### src/rtl/des_pkg.sv
package des_pkg;

  localparam int WORD_W   = 32;
  localparam int BLK_W    = 2 * WORD_W;
  localparam int KHALF_W  = 28;
  localparam int KSEL_W   = 2 * KHALF_W;
  localparam int SUBKEY_W = 48;
  localparam int N_SBOX   = 8;
  localparam int SB_IN_W  = SUBKEY_W / N_SBOX;
  localparam int SB_OUT_W = WORD_W / N_SBOX;

  typedef enum logic [1:0] {
    OP_LDKEY = 2'd0,
    OP_LDBLK = 2'd1,
    OP_ROUND = 2'd2,
    OP_READ  = 2'd3
  } op_e;

  // Key selection: 56 source positions (1 = key MSB).
  localparam int KSEL_T [56] = '{
    57, 49, 41, 33, 25, 17,  9,  1, 58, 50, 42, 34, 26, 18,
    10,  2, 59, 51, 43, 35, 27, 19, 11,  3, 60, 52, 44, 36,
    63, 55, 47, 39, 31, 23, 15,  7, 62, 54, 46, 38, 30, 22,
    14,  6, 61, 53, 45, 37, 29, 21, 13,  5, 28, 20, 12,  4};

  // Subkey compression: 48 source positions over {C,D}.
  localparam int SKC_T [48] = '{
    14, 17, 11, 24,  1,  5,  3, 28, 15,  6, 21, 10,
    23, 19, 12,  4, 26,  8, 16,  7, 27, 20, 13,  2,
    41, 52, 31, 37, 47, 55, 30, 40, 51, 45, 33, 48,
    44, 49, 39, 56, 34, 53, 46, 42, 50, 36, 29, 32};

  // Round-function output shuffle: 32 source positions.
  localparam int SHUF_T [32] = '{
    16,  7, 20, 21, 29, 12, 28, 17,  1, 15, 23, 26,  5, 18, 31, 10,
     2,  8, 24, 14, 32, 27,  3,  9, 19, 13, 30,  6, 22, 11,  4, 25};

  // Substitution boxes, one 256-bit word each: four rows of sixteen nibbles.
  localparam logic [255:0] SBOX_T [8] = '{
    256'hE4D12FB83A6C5907_0F74E2D1A6CB9538_41E8D62BFC973A50_FC8249175B3EA06D,
    256'hF18E6B34972DC05A_3D47F28EC01A69B5_0E7BA4D158C6932F_D8A13F42B67C05E9,
    256'hA09E63F51DC7B428_D709346A285ECBF1_D6498F30B12C5AE7_1AD069874FE3B52C,
    256'h7DE3069A1285BC4F_D8B56F03472C1AE9_A690CB7DF13E5284_3F06A1D8945BC72E,
    256'h2C417AB6853FD0E9_EB2C47D150FA3986_421BAD78F9C5630E_B8C71E2D6F09A453,
    256'hC1AF92680D34E75B_AF427C9561DE0B38_9EF528C3704A1DB6_432C95FABE17608D,
    256'h4B2EF08D3C975A61_D0B7491AE35C2F86_14BDC37EAF680592_6BD814A7950FE23C,
    256'hD2846FB1A93E50C7_1FD8A374C56B0E92_7B419CE206ADF358_21E74A8DFC90356B};

  function automatic logic [KSEL_W-1:0] key_select(input logic [BLK_W-1:0] k);
    logic [KSEL_W-1:0] o;
    for (int i = 0; i < KSEL_W; i++) o[6'(KSEL_W-1-i)] = k[6'(BLK_W-KSEL_T[i])];
    return o;
  endfunction

  function automatic logic [SUBKEY_W-1:0] key_compress(input logic [KSEL_W-1:0] cd);
    logic [SUBKEY_W-1:0] o;
    for (int i = 0; i < SUBKEY_W; i++) o[6'(SUBKEY_W-1-i)] = cd[6'(KSEL_W-SKC_T[i])];
    return o;
  endfunction

  function automatic int ip_src(input int i);
    int row;
    int col;
    row = i / 8;
    col = i % 8;
    return (row < 4) ? (58 + 2 * row - 8 * col) : (57 + 2 * (row - 4) - 8 * col);
  endfunction

  function automatic logic [BLK_W-1:0] ip_perm(input logic [BLK_W-1:0] b);
    logic [BLK_W-1:0] o;
    for (int i = 0; i < BLK_W; i++) o[6'(BLK_W-1-i)] = b[6'(BLK_W-ip_src(i))];
    return o;
  endfunction

  function automatic logic [BLK_W-1:0] fp_perm(input logic [BLK_W-1:0] b);
    logic [BLK_W-1:0] o;
    for (int i = 0; i < BLK_W; i++) o[6'(BLK_W-ip_src(i))] = b[6'(BLK_W-1-i)];
    return o;
  endfunction

  function automatic logic [SUBKEY_W-1:0] expand(input logic [WORD_W-1:0] r);
    logic [SUBKEY_W-1:0] o;
    int src;
    for (int j = 0; j < N_SBOX; j++) begin
      for (int k = 0; k < SB_IN_W; k++) begin
        src = ((4 * j + k + WORD_W - 1) % WORD_W) + 1;
        o[6'(SUBKEY_W-1-(SB_IN_W*j+k))] = r[5'(WORD_W-src)];
      end
    end
    return o;
  endfunction

  function automatic logic [WORD_W-1:0] shuffle(input logic [WORD_W-1:0] s);
    logic [WORD_W-1:0] o;
    for (int i = 0; i < WORD_W; i++) o[5'(WORD_W-1-i)] = s[5'(WORD_W-SHUF_T[i])];
    return o;
  endfunction

  function automatic logic [SB_OUT_W-1:0] sbox_val(input int box, input logic [SB_IN_W-1:0] x);
    logic [5:0] idx;
    idx = {x[5], x[0], x[4:1]};
    return SBOX_T[3'(box)][8'(252 - 4 * int'(idx)) +: 4];
  endfunction

  function automatic logic [KHALF_W-1:0] rot_l(input logic [KHALF_W-1:0] v, input logic two);
    return two ? {v[KHALF_W-3:0], v[KHALF_W-1:KHALF_W-2]} : {v[KHALF_W-2:0], v[KHALF_W-1]};
  endfunction

  function automatic logic [KHALF_W-1:0] rot_r(input logic [KHALF_W-1:0] v, input logic two);
    return two ? {v[1:0], v[KHALF_W-1:2]} : {v[0], v[KHALF_W-1:1]};
  endfunction

endpackage

### src/rtl/des_sbox_layer.sv
module des_sbox_layer
  import des_pkg::*;
(
  input  logic [SUBKEY_W-1:0] mix_in,
  output logic [WORD_W-1:0]   sub_out
);

  for (genvar g = 0; g < N_SBOX; g++) begin : g_box
    assign sub_out[WORD_W-1-SB_OUT_W*g -: SB_OUT_W] =
      sbox_val(g, mix_in[SUBKEY_W-1-SB_IN_W*g -: SB_IN_W]);
  end

endmodule

### src/rtl/des_key_unit.sv
module des_key_unit
  import des_pkg::*;
(
  input  logic                clk,
  input  logic                rst,
  input  logic                load_en,
  input  logic [BLK_W-1:0]    load_key,
  input  logic                step_en,
  input  logic                step_dec,
  input  logic                step_two,
  output logic [SUBKEY_W-1:0] subkey
);

  logic [KHALF_W-1:0] c_q, d_q;
  logic [KHALF_W-1:0] c_lft, d_lft, c_rgt, d_rgt;
  logic [KSEL_W-1:0]  sel_key;

  assign sel_key = key_select(load_key);

  always_comb begin
    c_lft  = rot_l(c_q, step_two);
    d_lft  = rot_l(d_q, step_two);
    c_rgt  = rot_r(c_q, step_two);
    d_rgt  = rot_r(d_q, step_two);
    // Encrypt rotates before use; decrypt uses the halves as they stand.
    subkey = step_dec ? key_compress({c_q, d_q}) : key_compress({c_lft, d_lft});
  end

  always_ff @(posedge clk) begin
    if (rst) begin
      c_q <= '0;
      d_q <= '0;
    end else if (load_en) begin
      c_q <= sel_key[KSEL_W-1:KHALF_W];
      d_q <= sel_key[KHALF_W-1:0];
    end else if (step_en) begin
      c_q <= step_dec ? c_rgt : c_lft;
      d_q <= step_dec ? d_rgt : d_lft;
    end
  end

  assert_key_hold_R7: assert property (@(posedge clk) disable iff (rst)
    !(load_en || step_en) |=> ($stable(c_q) && $stable(d_q)));

  assert_enc_rot_weight_R4: assert property (@(posedge clk) disable iff (rst)
    (step_en && !load_en && !step_dec) |=>
      ($countones(c_q) == $countones($past(c_q)) && $countones(d_q) == $countones($past(d_q))));

  assert_dec_rot_weight_R5: assert property (@(posedge clk) disable iff (rst)
    (step_en && !load_en && step_dec) |=>
      ($countones(c_q) == $countones($past(c_q)) && $countones(d_q) == $countones($past(d_q))));

endmodule

### src/rtl/des_data_unit.sv
module des_data_unit
  import des_pkg::*;
(
  input  logic                clk,
  input  logic                rst,
  input  logic                load_en,
  input  logic [BLK_W-1:0]    load_blk,
  input  logic                step_en,
  input  logic [SUBKEY_W-1:0] subkey,
  output logic [WORD_W-1:0]   l_q,
  output logic [WORD_W-1:0]   r_q
);

  logic [BLK_W-1:0]    perm_blk;
  logic [SUBKEY_W-1:0] mix;
  logic [WORD_W-1:0]   sub_word;
  logic [WORD_W-1:0]   f_word;

  assign perm_blk = ip_perm(load_blk);
  assign mix      = expand(r_q) ^ subkey;
  assign f_word   = shuffle(sub_word);

  des_sbox_layer u_sbox (
    .mix_in  (mix),
    .sub_out (sub_word)
  );

  always_ff @(posedge clk) begin
    if (rst) begin
      l_q <= '0;
      r_q <= '0;
    end else if (load_en) begin
      l_q <= perm_blk[BLK_W-1:WORD_W];
      r_q <= perm_blk[WORD_W-1:0];
    end else if (step_en) begin
      l_q <= r_q;
      r_q <= l_q ^ f_word;
    end
  end

  assert_round_swap_R4: assert property (@(posedge clk) disable iff (rst)
    (step_en && !load_en) |=> (l_q == $past(r_q)));

  assert_data_hold_R7: assert property (@(posedge clk) disable iff (rst)
    !(load_en || step_en) |=> ($stable(l_q) && $stable(r_q)));

endmodule

### src/rtl/des_round_copro.sv
module des_round_copro
  import des_pkg::*;
(
  input  logic        clk,
  input  logic        rst,
  input  logic        op_valid,
  input  logic [1:0]  op_code,
  input  logic [1:0]  op_imm,
  input  logic [31:0] op_hi,
  input  logic [31:0] op_lo,
  output logic        res_valid,
  output logic [31:0] res_data
);

  op_e                 op;
  logic                do_ldkey, do_ldblk, do_round, do_read;
  logic [SUBKEY_W-1:0] subkey;
  logic [WORD_W-1:0]   l_q, r_q;
  logic [BLK_W-1:0]    out_blk;

  assign op       = op_e'(op_code);
  assign do_ldkey = op_valid && (op == OP_LDKEY);
  assign do_ldblk = op_valid && (op == OP_LDBLK);
  assign do_round = op_valid && (op == OP_ROUND);
  assign do_read  = op_valid && (op == OP_READ);

  des_key_unit u_key (
    .clk      (clk),
    .rst      (rst),
    .load_en  (do_ldkey),
    .load_key ({op_hi, op_lo}),
    .step_en  (do_round),
    .step_dec (op_imm[0]),
    .step_two (op_imm[1]),
    .subkey   (subkey)
  );

  des_data_unit u_data (
    .clk      (clk),
    .rst      (rst),
    .load_en  (do_ldblk),
    .load_blk ({op_hi, op_lo}),
    .step_en  (do_round),
    .subkey   (subkey),
    .l_q      (l_q),
    .r_q      (r_q)
  );

  // The halves are swapped before the final permutation.
  assign out_blk = fp_perm({r_q, l_q});

  always_ff @(posedge clk) begin
    if (rst) begin
      res_valid <= 1'b0;
      res_data  <= '0;
    end else begin
      res_valid <= do_read;
      if (do_read) res_data <= op_imm[0] ? out_blk[WORD_W-1:0] : out_blk[BLK_W-1:WORD_W];
    end
  end

  assert_reset_clear_R1: assert property (@(posedge clk)
    rst |=> (!res_valid && res_data == '0));

  assert_read_pulse_R6: assert property (@(posedge clk) disable iff (rst)
    do_read |=> res_valid);

  assert_no_spurious_R6: assert property (@(posedge clk) disable iff (rst)
    !do_read |=> (!res_valid && $stable(res_data)));

endmodule

### config.mk
export PLATFORM = sky130hd
export DESIGN_NAME = des_round_copro
export DESIGN_NICKNAME = d
export VERILOG_FILES = /design/src/rtl/des_pkg.sv /design/src/rtl/des_sbox_layer.sv /design/src/rtl/des_key_unit.sv /design/src/rtl/des_data_unit.sv /design/src/rtl/des_round_copro.sv
export SDC_FILE = /design/constraint.sdc
export NUM_CORES = 1
export LEC_CHECK = 0
export ABC_AREA = 1
export BUFFER_PORTS_ARGS = -buffer_cell sky130_fd_sc_hd__buf_2
export CORE_UTILIZATION = 35
export CTS_CLUSTER_DIAMETER = 200
export DETAILED_ROUTE_END_ITERATION = 10
export GPL_TIMING_DRIVEN = 0
export PLACE_DENSITY = 0.65
export SYNTH_ARGS = -nofsm -noshare
export SYNTH_HDL_FRONTEND = slang
export SYNTH_SLANG_ARGS = --single-unit
### constraint.sdc
create_clock -name clk -period 1.3 [get_ports clk]
set_input_delay 0.26 -clock clk [delete_from_list [all_inputs] [get_ports clk]]
set_output_delay 0.26 -clock clk [all_outputs]
set_load 0.02 [all_outputs]
== Word-level counts from Yosys, hierarchy flattened ==
Index checks and enable logic that the tools add are counted.
W data, S select, Z words.
Storage, ports and cells
  flip-flop bits (word level): 125
  input port bits: 71
  output and inout bits: 33
  word-level logic and storage cells: 36
Cells by class
  add/subtract/negate cells: 4
  equality and inequality tests: 3
  shift-type cells: 4
  muxes and demuxes: 11
  bitwise operators: 2
  reductions and logical operators: 7
Operators with widths (count)
  $mux W32: 5
  $mux W28: 5
  $sub A8 B8 Y8 const A: 4
  $xor A32 B32 Y32: 1
  $mux W24: 1
  $xor A24 B24 Y24: 1
  $shiftx A1 B8 Y3 const A: 2
  $shiftx A1 B8 Y2 const A: 1
  $shiftx A1 B8 Y4 const A: 1
  $eq A2 B2 Y1 const B: 2
  $logic_and A1 B1 Y1: 4
  $reduce_bool A2 Y1: 2
  $eq A2 B1 Y1 const B: 1
  $logic_not A2 Y1: 1

== Logic depth before layout (Yosys ltp) ==
  depth after elaboration: 8
  depth in mapped cells: 7
  mapped depth without buffers: 5

== Modules after synthesis ==
From an unflattened synthesis, not the netlist that was laid out.
Unflattened totals
  cells, all modules: 1318
  area total of the unflattened synthesis: 7820.0 um^2
Modules (own cells, without submodules)
  des_key_unit: instances 1, cells an instance 663, area each 3794.9 um^2, sequential area each 1121.1 um^2
  des_data_unit: instances 1, cells an instance 253, area each 1915.6 um^2, sequential area each 800.8 um^2
  des_sbox_layer: instances 1, cells an instance 276, area each 1265.0 um^2, sequential area each 0.0 um^2
  des_round_copro: instances 1, cells an instance 126, area each 844.6 um^2, sequential area each 340.3 um^2

== Worst setup path before layout ==
OpenSTA, ideal clock, no wires.
  path kind: input to register
  start: input op_code[0]
  end: register u_data.l_q[12]
  library setup time: 0.115 ns
  arrival time: 0.978 ns
  required time: 1.185 ns
  path slack: 0.207 ns
  stages on the path: 7
  path buffers: 3
  path through: buf_4 -> inv_2 -> nand3_2 -> buf_4 -> buf_6 -> a21oi_1 -> nor2_1
On the way
  longest elaborated chain between the ends: 3
  elaborated cells on any way between the ends: 5
  those cells by class: eq/ne: 2; reduce/logical: 3
RTL lines
  from (decl): RTL line des_round_copro.sv:7  | input logic [1:0] op_code,
  $eq A2 B1 Y1 or $eq A2 B2 Y1 (tied branches): RTL line des_round_copro.sv:23, des_round_copro.sv:24
  $logic_and A1 B1 Y1 (on tied branches): RTL line des_round_copro.sv:23, des_round_copro.sv:24
  $reduce_bool A2 Y1 (no source line) *
  to (signal assigned): RTL line des_data_unit.sv:33  | l_q <= perm_blk[BLK_W-1:WORD_W];
  to (signal assigned): RTL line des_data_unit.sv:36  | l_q <= r_q;
  to (decl): RTL line des_data_unit.sv:10  | output logic [WORD_W-1:0] l_q,
Every way passes the cells marked *; elsewhere a longest branch is shown, timed or not.
A chain may end at the register's enable or synchronous reset.

== Worst setup path after layout ==
  start: register res_data[23]
  end: output res_data[23]
RTL lines
  from (decl): RTL line des_round_copro.sv:12  | output logic [31:0] res_data
  from (signal assigned): RTL line des_round_copro.sv:58  | if (do_read) res_data <= op_imm[0] ? out_blk[WORD_W-1:0] : out_blk[BLK_W-1:WORD_W];
No word-level cell between the ends.

==> impl_metrics.toml <==
[floorplan]
die_y_um = 80.8
fp.dieW_um = 80.8
dieArea_um2 = 6520
ios = 104
rows = 28
core_area_um2 = 5960
start_util_pct = 36.4

[pwr]
vdd_drop_max_v = 0.000582
p_switching_uw = 814
finalPower_mw = 3.20
internal_power_mw = 2.38
switching_share_pct = 25.5
leakagePower_nw = 1.13
pwr-share-seq_pct = 50.4
powerDensity_nw_per_um2 = 1220
power_frac_clock_pct = 35.4
p_comb_share_pct = 14.2

[worst_setup_path]
slowest_stage = "dfxtp_1"
crit_family = "flip-flops"
cpPeakStageDelay_ns = 0.34
crit_path_start_kind = "register"
r2r-end = "res_data[3]$_SDFFE_PP0P_"
cp_cell_sequence = "buf_2"
cp-end-kind = "primary output"
reg2reg_setup_slack_ns = 0.60
reg2reg_from = "u_data.l_q[15]$_SDFFE_PP0P_"
worst-path-buf-inv = 1
critPathRequiredTime_ns = 1.04
crit_type = "reg -> out"
arrival_ns = 0.80
critPathMaxFanout = 2
reg2reg_depth = 2

[sta]
setup_viol = 0
tightestPinTransition_ns = 0.500
whs_ns = 0.229
final_hold_viol_count = 0
slew_viol_final = 0
max_slew_margin_pct = 66.6
fin_crit_sh_pct = 81.9
min_period_ns = 1.06
max_clock_freq_mhz = 939
clock_skew_ns = 0.00835
rsz0062_at_grt = "false"

[final_layout]
syn2layout_area_growth_pct = 20.3
fill_cells = 639
num-nets-final = 383
seq_area_um2 = 981
layout-drive-gt1-share_pct = 31.6
multi_input_area_um2 = 917
antennaDiodeCount = 0
fin_util_pct = 43.8
post-route-cell-area_um2 = 2610

[detailed_routing]
vias = 1736
drtAntennaViolNets = 0
drc_errors = 0
drtIter0Drc = 87
vias_per_cell = 4.47
wl_per_cell_um = 11.1
dr.pass1.iters = 4
wirelength_um = 4310

[min_path]
hold_path_startpoint = "rst"
whs_endpoint = "u_data.r_q[28]$_SDFFE_PP0P_"
hp-class = "in -> reg"
min_delay_path_depth = 2

[clock_tree]
tritoncts = "built"
cts_buffers = 5
ctsHoldBuffers = 0
clock_sinks = 49
ctsResizeCount = 0
cts_buffer_depth = 2
cts_root_buffer = "clkbuf_8"
clk_latency_ns = 0.31
htreeDepth = 2
clk_pin_slew_ns = 0.09
post_cts_buffers = 0

[yosys]
yosys-top-cells-count = "dfxtp_1, a21oi_1, buf_4, nor2_1"
synth_edf_count = 0
yosys_warnings = 0
yosysMostFrequentCell = "dfxtp_1"
syn_area_um2 = 2170
ys_types = 18
synth-seq-cells = 49
synth_area_leaders = "dfxtp_1, a21oi_1, buf_4"
async_flop_share_pct = 0
ys_seq_area_share_pct = 45.2
synth_top_cell_area_share_pct = 45.2
ys.flop_type = "dfxtp_1"
postSynthCellCount = 256
avgSynthCellArea_um2 = 8.48
yosysTopAreaCell = "dfxtp_1"

[global_route]
antenna_found_initial = 0
grt_pass1_wl_um = 7160
grtUsageTotal_pct = 14.6
grt_util_met3_pct = 3.82
gr-usage-met1_pct = 19.0
overflow = 0
grt_pass1_vias = 1543
met2_usage_pct = 22.8
grt_max_degree = 16
grt.busiest_layer = "met2"

[outcome]
status = "completed"

[place]
gp_congestion = 0.745
dpl_cell_area_um2 = 2490
port-buffer-count = 34
hpwlAfterDp_um = 3180

[flow_run]
cap_violations = 0
==> placed cells by master (no fill, tap or decap), drive strengths merged, types with 16 or more instances in the layout <==
cell type and count:
a21oi 48, buf 66, conb 16, dfxtp 49, inv 19, nand2 16, nand3 19, nand3b 16
nand4 16, nor2 17, o21ai 16
==> sequential cells by signal, indices dropped and copies added (netlist names) <==
| register | cells |
|---|---|
| u_data.r_q | 16 |
| res_valid | 1 |
| res_data | 16 |
| u_data.l_q | 16 |
==> power groups by stage <==
stage / Combinational, mW / Clock [mW] / Sequential [mW]
2_1_floorplan: 0.320 / 0 / 1.67
3_3_place_gp: 0.449 / 0 / 1.65
3_5_place_dp: 0.454 / 0 / 1.65
4_1_cts: 0.457 / 1.18 / 1.61
5_1_grt: 0.510 / 1.23 / 1.62
6_report: 0.454 / 1.13 / 1.61
==> worst register-to-register path, stage by stage (launching register included) <==
cell and delay [ns]:
dfxtp_1 0.32, o21ai_0 0.21, a21oi_1 0.06
==> metal layers <==
metal | vias up | part of all wire, %
met1 | 733 | 50
met4 | 0 | 1.6
met5 | - | 0
met3 | 6 | 6.5
li1 | 940 | -
met2 | 57 | 42
==> worst max path at each step <==
| stage | startpoint | endpoint | slack, ns | depth (start not counted) |
|---|---|---|---|---|
| CTS | op_code[0] | res_data[15]$_SDFFE_PP0P_ | 0.20 | 4 |
| global placement | op_code[0] | res_data[27]$_SDFFE_PP0P_ | -0.12 | 4 |
| finish | res_data[23]$_SDFFE_PP0P_ | res_data[23] | 0.24 | 1 |
| floorplan | op_code[0] | u_data.l_q[12]$_SDFFE_PP0P_ | 0.21 | 7 |
| detailed placement | op_code[0] | res_data[15]$_SDFFE_PP0P_ | -0.13 | 4 |
| global route | op_code[0] | res_data[15]$_SDFFE_PP0P_ | 0.08 | 4 |
==> kinds of logic (layout without fill, tap and decap cells) <==
family | Yosys count | after routing | share of synthesized area, %
simple gates | 84 | 84 | 23.0
buf+inv | 58 | 100 | 15.2
flops | 49 | 49 | 45.2
other cells | 1 | 16 | 0.173
compound gates | 64 | 64 | 16.5
==> layout make-up <==
type	instances	share of cell area, %
well taps	75	3.59
inverters	19	2.73
plain buffers	39	9.87
flip-flops and latches	49	37.6
clock inverters	2	1.44
repair buffers	34	6.52
multi-input cells	164	35.1
clock buffers	6	3.16
==> through the flow <==
stage	setup WS (ns)	setup TNS (ns)	instances
after floorplan	0.207	0	271
after global placement	-0.119	-1.10	380
after detailed placement	-0.132	-1.21	380
after CTS	0.200	0	388
after global routing	0.0793	0	388
final	0.235	0	388
Power figures use the tool's default switching activity.
